--- src/rtl/erase_seq_pkg.sv ---
package erase_seq_pkg;
  typedef enum logic [2:0] {
    S_READ,
    S_C1,
    S_C2,
    S_C3,
    S_C4,
    S_C5,
    S_TMO,
    S_ERASE
  } seq_state_e;

  localparam logic [7:0] CMD_UNLOCK_A = 8'hAA;
  localparam logic [7:0] CMD_UNLOCK_B = 8'h55;
  localparam logic [7:0] CMD_SETUP    = 8'h80;
  localparam logic [7:0] CMD_CONFIRM  = 8'h30;

  localparam logic [11:0] BYTE_ADR_A = 12'hAAA;
  localparam logic [11:0] BYTE_ADR_B = 12'h555;
  localparam logic [11:0] WORD_ADR_A = 12'h555;
  localparam logic [11:0] WORD_ADR_B = 12'h2AA;
endpackage

--- src/rtl/erase_cmd_decode.sv ---
module erase_cmd_decode #(
  parameter int ADDR_W    = 20,
  parameter int BLK_SHIFT = 16,
  parameter int BLK_W     = ADDR_W - BLK_SHIFT
) (
  input  logic              word_mode,
  input  logic [ADDR_W-1:0] addr,
  input  logic [7:0]        data,
  output logic              is_ua,
  output logic              is_ub,
  output logic              is_setup,
  output logic              is_conf,
  output logic [BLK_W-1:0]  blk_idx
);
  import erase_seq_pkg::*;

  logic [11:0] adr_a, adr_b;

  // unlock address pair depends on bus width
  assign adr_a = word_mode ? WORD_ADR_A : BYTE_ADR_A;
  assign adr_b = word_mode ? WORD_ADR_B : BYTE_ADR_B;

  assign is_ua    = (data == CMD_UNLOCK_A) && (addr[11:0] == adr_a);
  assign is_ub    = (data == CMD_UNLOCK_B) && (addr[11:0] == adr_b);
  assign is_setup = (data == CMD_SETUP)    && (addr[11:0] == adr_a);
  assign is_conf  = (data == CMD_CONFIRM);

  // word addresses are byte addresses shifted right by one
  assign blk_idx = word_mode ? addr[ADDR_W-2:BLK_SHIFT-1] : addr[ADDR_W-1:BLK_SHIFT];
endmodule

--- src/rtl/erase_timer.sv ---
module erase_timer #(
  parameter int TMO_CYC = 5000,
  parameter int CW      = $clog2(TMO_CYC)
) (
  input  logic clk,
  input  logic rst_n,
  input  logic restart,
  input  logic run,
  output logic expired
);
  logic [CW-1:0] cnt;

  assign expired = run && !restart && (cnt == CW'(TMO_CYC - 1));

  always_ff @(posedge clk or negedge rst_n) begin
    if (!rst_n)              cnt <= '0;
    else if (restart)        cnt <= '0;
    else if (run && !expired) cnt <= cnt + 1'b1;
  end


  restart_zero_chk: assert property (@(posedge clk) disable iff (!rst_n)
    restart |=> (cnt == '0));
endmodule

--- src/rtl/erase_engine_stub.sv ---
module erase_engine_stub #(
  parameter int NBLK    = 16,
  parameter int BLK_CYC = 1000,
  parameter int CW      = $clog2(BLK_CYC + 1)
) (
  input  logic            clk,
  input  logic            rst_n,
  input  logic            start,
  input  logic [NBLK-1:0] mask_in,
  output logic            busy,
  output logic            done
);
  logic [NBLK-1:0] pend;
  logic [NBLK-1:0] low;
  logic [CW-1:0]   cnt;
  logic            last;

  assign low  = pend & (~pend + 1'b1);
  assign busy = |pend;
  assign last = (cnt == CW'(BLK_CYC - 1));
  assign done = busy && last && (pend == low);

  always_ff @(posedge clk or negedge rst_n) begin
    if (!rst_n) begin
      pend <= '0;
      cnt  <= '0;
    end else if (start) begin
      pend <= mask_in;
      cnt  <= '0;
    end else if (busy) begin
      if (last) begin
        pend <= pend & ~low;
        cnt  <= '0;
      end else begin
        cnt <= cnt + 1'b1;
      end
    end
  end


  done_idle_chk: assert property (@(posedge clk) disable iff (!rst_n)
    done |=> !busy);

  start_when_idle_chk: assert property (@(posedge clk) disable iff (!rst_n)
    start |-> !busy);
endmodule

--- src/rtl/erase_seq_top.sv ---
module erase_seq_top #(
  parameter int ADDR_W    = 20,
  parameter int BLK_SHIFT = 16,
  parameter int TMO_CYC   = 5000,
  parameter int BLK_CYC   = 1000,
  parameter int BLK_W     = ADDR_W - BLK_SHIFT,
  parameter int NBLK      = 1 << BLK_W
) (
  input  logic              clk,
  input  logic              rst_n,
  input  logic              word_mode,
  input  logic              wr_valid,
  output logic              wr_ready,
  input  logic [ADDR_W-1:0] wr_addr,
  input  logic [7:0]        wr_data,
  output logic              status_mode,
  output logic              tmr_flag,
  output logic              erase_busy,
  output logic [NBLK-1:0]   erase_list
);
  import erase_seq_pkg::*;

  seq_state_e      state, state_nxt;
  logic [NBLK-1:0] list_q, list_nxt;
  logic            acc;
  logic            is_ua, is_ub, is_setup, is_conf;
  logic [BLK_W-1:0] blk_idx;
  logic [NBLK-1:0] blk_bit;
  logic            tmr_restart, tmr_expired;
  logic            eng_start, eng_busy, eng_done;

  erase_cmd_decode #(
    .ADDR_W(ADDR_W), .BLK_SHIFT(BLK_SHIFT), .BLK_W(BLK_W)
  ) i_dec (
    .word_mode(word_mode), .addr(wr_addr), .data(wr_data),
    .is_ua(is_ua), .is_ub(is_ub), .is_setup(is_setup), .is_conf(is_conf),
    .blk_idx(blk_idx)
  );

  erase_timer #(.TMO_CYC(TMO_CYC)) i_tmr (
    .clk(clk), .rst_n(rst_n), .restart(tmr_restart),
    .run(state == S_TMO), .expired(tmr_expired)
  );

  erase_engine_stub #(.NBLK(NBLK), .BLK_CYC(BLK_CYC)) i_eng (
    .clk(clk), .rst_n(rst_n), .start(eng_start), .mask_in(list_q),
    .busy(eng_busy), .done(eng_done)
  );

  assign wr_ready = (state != S_ERASE);
  assign acc      = wr_valid && wr_ready;
  assign blk_bit  = NBLK'(1) << blk_idx;

  always_comb begin
    state_nxt   = state;
    list_nxt    = list_q;
    tmr_restart = 1'b0;
    eng_start   = 1'b0;
    case (state)
      S_READ: if (acc && is_ua) state_nxt = S_C1;
      S_C1:   if (acc) state_nxt = is_ub    ? S_C2 : S_READ;
      S_C2:   if (acc) state_nxt = is_setup ? S_C3 : S_READ;
      S_C3:   if (acc) state_nxt = is_ua    ? S_C4 : S_READ;
      S_C4:   if (acc) state_nxt = is_ub    ? S_C5 : S_READ;
      S_C5: begin
        if (acc) begin
          if (is_conf) begin
            state_nxt   = S_TMO;
            list_nxt    = blk_bit;
            tmr_restart = 1'b1;
          end else begin
            state_nxt = S_READ;
          end
        end
      end
      S_TMO: begin
        if (acc) begin
          if (is_conf) begin
            list_nxt    = list_q | blk_bit;
            tmr_restart = 1'b1;
          end else begin
            state_nxt = S_READ;
            list_nxt  = '0;
          end
        end else if (tmr_expired) begin
          state_nxt = S_ERASE;
          eng_start = 1'b1;
        end
      end
      S_ERASE: begin
        if (eng_done) begin
          state_nxt = S_READ;
          list_nxt  = '0;
        end
      end
      default: state_nxt = S_READ;
    endcase
  end

  always_ff @(posedge clk or negedge rst_n) begin
    if (!rst_n) begin
      state  <= S_READ;
      list_q <= '0;
    end else begin
      state  <= state_nxt;
      list_q <= list_nxt;
    end
  end

  assign status_mode = (state == S_TMO) || (state == S_ERASE);
  assign tmr_flag    = (state == S_ERASE);
  assign erase_busy  = eng_busy;
  assign erase_list  = list_q;


  no_take_in_erase_chk: assert property (@(posedge clk) disable iff (!rst_n)
    eng_busy |-> !wr_ready);

  list_grows_chk: assert property (@(posedge clk) disable iff (!rst_n)
    (state == S_TMO && $past(state) == S_TMO) |-> ((list_q & $past(list_q)) == $past(list_q)));

  abort_clears_chk: assert property (@(posedge clk) disable iff (!rst_n)
    ($past(state) == S_TMO && state == S_READ) |-> (list_q == '0));

  busy_means_status_chk: assert property (@(posedge clk) disable iff (!rst_n)
    eng_busy |-> (status_mode && tmr_flag));
endmodule

--- config.mk ---
export PLATFORM = sky130hd
export DESIGN_NAME = erase_seq_top
export DESIGN_NICKNAME = d
export VERILOG_FILES = /design/src/rtl/erase_seq_pkg.sv /design/src/rtl/erase_cmd_decode.sv /design/src/rtl/erase_timer.sv /design/src/rtl/erase_engine_stub.sv /design/src/rtl/erase_seq_top.sv
export SDC_FILE = /design/constraint.sdc
export NUM_CORES = 1
export LEC_CHECK = 0
export ABC_AREA = 1
export BUFFER_PORTS_ARGS = -buffer_cell sky130_fd_sc_hd__buf_4
export CAP_MARGIN = 0
export CORE_MARGIN = 2
export CORE_UTILIZATION = 55
export CTS_BUF_LIST = sky130_fd_sc_hd__clkbuf_16
export DETAILED_ROUTE_END_ITERATION = 6
export GPL_ROUTABILITY_DRIVEN = 0
export PLACE_DENSITY = 0.87
export SYNTH_ARGS = -nofsm -noshare
export SYNTH_HDL_FRONTEND = slang
export SYNTH_SLANG_ARGS = --single-unit
export TNS_END_PERCENT = 1
--- constraint.sdc ---
create_clock -name clk -period 3.95 [get_ports clk]
set_clock_uncertainty 0.05 [all_clocks]
set_input_delay 0.5925 -clock clk [delete_from_list [all_inputs] [get_ports clk]]
set_output_delay 0.5925 -clock clk [all_outputs]
set_load 0.005 [all_outputs]
==> results.cfg, run 1 <==
[clock_network]
post-cts-setup-buffers = 0
cts-buffers-inserted = 9
clockRootBuffer = clkbuf_16
postCtsResizedCells = 0
clkTransAtPathRegs_ns = 0.05
cts_tree = done
insertion_delay_ns = 0.32
cts_sinks = 58
hold_buffers = 0
cts_max_level = 3
clockBufferDepth = 2

[drt]
viasPerCell = 5.58
route.detailed.drc = 0
wl_per_cell_microns = 13.6
via_count = 4059
first_pass_iters = 5
drtIter0Drc = 266
drt.antenna.violating_nets = 0
route.final.wire_length_microns = 9880

[min_path]
hold_class = in2async

[critical_path]
reg2reg_depth = 7
regToRegStartpoint = state[2]
crit_type = reg2reg
cp_max_fo = 21
required_ns = 4.09
cp-start-kind = register
timing.rr.end = i_eng.pend[9]
cp_data_arrival_time_ns = 2.83
r2r_slack_ns = 1.27
crit_path_end_kind = register

[floorplan]
dieWidth_microns = 90.0
ioPinCount = 52
die_area_sq_um = 8090
die_h_microns = 90.0
initial_utilization = 0.563
fp-row-count = 31
coreArea_sq_um = 7210

[synthesis]
ys_seq_area_frac = 0.357
ys_types = 46
synth-seq-cells = 58
synth_area_sq_um = 4060
synth_nets = 614
postSynthCellCount = 580
yosysWarnings = 0
synth.area.top_cells = dfrtp_1, nand2_1, nand3_1
syn_avg_cell_area_sq_um = 7.01
yosysTopAreaCell = dfrtp_1
synth.top_cell.area_share = 0.357

[grt]
antenna_found_initial = 0
grtUsageTotal = 0.248
grt_start_max_net_pins = 59
grt_pass1_vias = 3841
gr-total-overflow = 0
grt_pass1_wl_microns = 16800

[timing]
fmax_ghz = 0.373
finalHoldViolations = 0
finalMaxSlewViolations = 0
timing.hold.ws_ns = 0.267
fin_ws_ns = 1.27
period_share = 0.679
setup_violations = 0
rsz0062_at_grt = false
relSlewSlack = 0.347
tightestPinTransition_ns = 0.973
finalSetupTns_ns = 0
min_period_ns = 2.68

[finish]
nets = 659
drive_above_1_share = 0.181
fillers = 599
area_growth_pct = 15.9
fin_cells = 728
final_area_sq_um = 4710
mostFrequentLayoutCells = nand2_1, nand3_1, inv_1, nor2_1, dfrtp_1
layout_commonest_cell = nand2_1
utilization = 0.653
diodes = 0

[pwr]
power.leakage_nw = 2.38
powerDensity_nw_per_um2 = 317
power_mw = 1.49
ir_drop_v = 0.000156

[placement]
port-buffer-count = 48
post-place-ws_ns = 1.21
dp_cells = 713
dp_hpwl_microns = 7040
place_area_sq_um = 4440

[outcome]
run_status = finished, final reports clean

[run]
cap_violations = 0
-- registers in the layout, indices dropped and copies added, names as in the netlist --
register / cells
i_eng.cnt: 10
i_eng.pend: 16
erase_list: 16
i_tmr.cnt: 13
state: 3
-- synthesized netlist by cell type, drive strengths merged --
cell type	instances
a211oi	1
a21boi	1
a21oi	13
a31oi	2
a32o	1
and3	1
and3b	1
buf	15
clkinv	2
dfrtp	58
ha	2
inv	69
nand2	170
nand3	72
nand3b	2
nand4	7
nor2	69
nor3	20
nor3b	1
nor4	3
o211ai	6
o21ai	52
o22ai	3
or2	3
xnor2	1
xor2	5
-- worst max path at each step --
stage,from,to,slack (ns),cells past startpoint
CTS,state[2],i_eng.pend[9],1.30,7
global placement,wr_data[1],erase_list[6],1.27,10
detailed placement,wr_data[1],erase_list[9],1.21,10
floorplan,wr_data[1],erase_list[11],1.99,9
finish,state[2],i_eng.pend[9],1.27,7
global route,state[2],i_eng.pend[12],1.01,7
-- cells by family (layout without fill, tap and decap cells) --
| kind of cell | Yosys count | after routing | synth area share |
|---|---|---|---|
| buffers and inverters | 86 | 135 | 0.0954 |
| flip-flops | 58 | 58 | 0.357 |
| AND/OR/NAND/NOR | 349 | 349 | 0.418 |
| AO/OA/AOI/OAI | 79 | 79 | 0.110 |
| adder cells (fa/ha/maj) | 2 | 2 | 0.00616 |
| XOR/XNOR | 6 | 6 | 0.0129 |
-- routing by layer --
metal	GRT usage	wire length [microns]	part of all wire	vias up
li1	-	-	-	1983
met1	0.315	4260	0.43	1900
met2	0.423	4890	0.49	152
met3	0.0486	583	0.059	24
met4	0.0885	153	0.015	0
met5	0	0	0	-
-- area by class of cell --
class	count	area (sq um)	area share
multi-input cells	436	2220	0.472
flip-flops and latches	58	1450	0.308
repair buffers	49	368	0.0781
inverters	71	269	0.0571
clock buffers	9	225	0.0478
well taps	99	124	0.0263
clock inverters	6	50.0	0.0106
-- worst max-delay path, stage by stage, from the launching register on --
cell and delay [ns]:
dfrtp_1 0.54, inv_4 0.10, nor3_4 0.53, nand2_8 0.11, inv_2 0.14, nand3_1 0.54, o211ai_1 0.43, o21ai_1 0.11
-- power by group --
part	leakage, nW	internal (mW)	switching [mW]
logic	1.51	0.0519	0.0958
clock network	0.139	0.473	0.259
registers	0.736	0.600	0.0134
Power figures use the tool's default switching activity.
==> run 2: changes to the inputs <==
==> constraint.sdc (replaced) <==
create_clock -name clk -period 2.8 [get_ports clk]
set_clock_uncertainty 0.05 [all_clocks]
set_input_delay 0.42 -clock clk [delete_from_list [all_inputs] [get_ports clk]]
set_output_delay 0.42 -clock clk [all_outputs]
set_load 0.005 [all_outputs]
==> run 2 against run 1 <==
  * Worst setup slack got worse by 0.79 ns
  * Count of clock-buffer cells in the layout is the same
  * Final area grew 0.61%
  * Largest cell class unchanged
==> results.cfg, run 2 (same netlist as run 1, synthesis figures left out) <==
[critical_path]
crit_slowest_cell = dfrtp_1
cp_data_arrival_time_ns = 2.48
crit_path_end_kind = register
cp-start-kind = register
crit_type = reg2reg
path_cells = ha_1, nand2_1, inv_1, nand2_1, nor2_4, nand2_1, nor2_1, nand2_1, nor2_2, nand3_2, nand2_4, nand2_4, nand2_2, nand2_1
cp_max_fo = 21
cpMostUsedCell = nand2_1
r2r_slack_ns = 0.48
crit_path_max_incr_delay_ns = 0.39
path_buf_inv = 1
crit_family = simple AND/OR/NAND/NOR gates
required_ns = 2.96

[placement]
dp_hpwl_microns = 7210
dp_cells = 717
port-buffer-count = 48

[finish]
drive_above_1_share = 0.190
nets = 663
mostFrequentLayoutCells = nand2_1, nand3_1, inv_1, nor2_1, dfrtp_1
area_growth_pct = 16.7
utilization = 0.657
diodes = 0
layout_commonest_cell = nand2_1
fin_cells = 731

[drt]
route.final.wire_length_microns = 10000
wl_per_cell_microns = 13.7
viasPerCell = 5.59
via_count = 4088
route.detailed.drc = 0
drtIter0Drc = 265
drt.antenna.violating_nets = 0
first_pass_iters = 5

[timing]
relSlewSlack = 0.513
min_period_ns = 2.32
fmax_ghz = 0.431
finalMaxSlewViolations = 0
rsz0062_at_grt = false
finalHoldViolations = 0
setup_violations = 0
finalSetupTns_ns = 0
period_share = 0.828
tightestPinTransition_ns = 0.731

[pwr]
ir_drop_v = 0.000453
seq_power_share = 0.410
power.leakage_nw = 2.41
intPower_mw = 1.59
combPwrFrac = 0.098
swShare = 0.249
switchingPower_mw = 0.527
powerDensity_nw_per_um2 = 446
clock_power_share = 0.492
power_mw = 2.12

[clock_network]
cts_tree = done
post-cts-setup-buffers = 0
hold_buffers = 0
cts-buffers-inserted = 9
postCtsResizedCells = 0
insertion_delay_ns = 0.33
cts_max_level = 3
clockBufferDepth = 2
clkTransAtPathRegs_ns = 0.05
cts_sinks = 58
clockRootBuffer = clkbuf_16

[grt]
grt_pass1_vias = 3866
grtUsageTotal = 0.253
antenna_found_initial = 0
grt_pass1_wl_microns = 16800
gr-total-overflow = 0
grt_start_max_net_pins = 59

[floorplan]
ioPinCount = 52
fp-row-count = 31
initial_utilization = 0.563
die_area_sq_um = 8090
die_h_microns = 90.0
dieWidth_microns = 90.0
coreArea_sq_um = 7210

[run]
cap_violations = 0

[min_path]
hold_class = in2async

[outcome]
run_status = finished, final reports clean
## run 2: path summary, 6_finish.rpt
| check | from | endpoint | cells past startpoint |
|---|---|---|---|
| max in group asynchronous | rst_n | erase_list[14] | 1 |
| min | rst_n | i_eng.pend[11] | 1 |
| min reg2reg | i_tmr.cnt[6] | i_tmr.cnt[7] | 1 |
| min in group clk | i_tmr.cnt[6] | i_tmr.cnt[7] | 1 |
| max | i_eng.cnt[0] | erase_list[3] | 14 |
| max reg2reg | i_eng.cnt[0] | erase_list[3] | 14 |
## run 2: metal layers
layer  vias up  global-route usage  share of wire
li1       1991                   -              -
met1      1902               0.306           0.42
met2       172               0.439           0.49
met3        23              0.0352          0.060
met4         0               0.137          0.026
met5         -                   0              0
## run 2: area by class of cell
cell class                 count  area [sq um]
clock buffer                   9           225
clock inverter                 5          48.8
fill                         625          2470
inverter                      71           269
multi-input combinational    436          2220
sequential                    58          1450
tap                           99           124
timing repair buffer          53           398
## run 2: power by group through the flow
stage | clock network, mW | logic [mW] | registers, mW
2_1_floorplan | 0 | 0.128 | 0.875
5_1_grt | 1.09 | 0.232 | 0.865
6_report | 1.04 | 0.207 | 0.867
4_1_cts | 1.05 | 0.206 | 0.865
3_5_place_dp | 0 | 0.203 | 0.879
3_3_place_gp | 0 | 0.195 | 0.878
## run 2: metrics by stage
step	cell area [sq um]	worst slack, ns	hold WS, ns
floorplan	4060	1.01	0.0744
global placement	4470	0.621	0.447
detailed placement	4470	0.572	0.470
CTS	4740	0.500	0.134
global route	4740	0.302	0.167
finish	4740	0.480	0.103
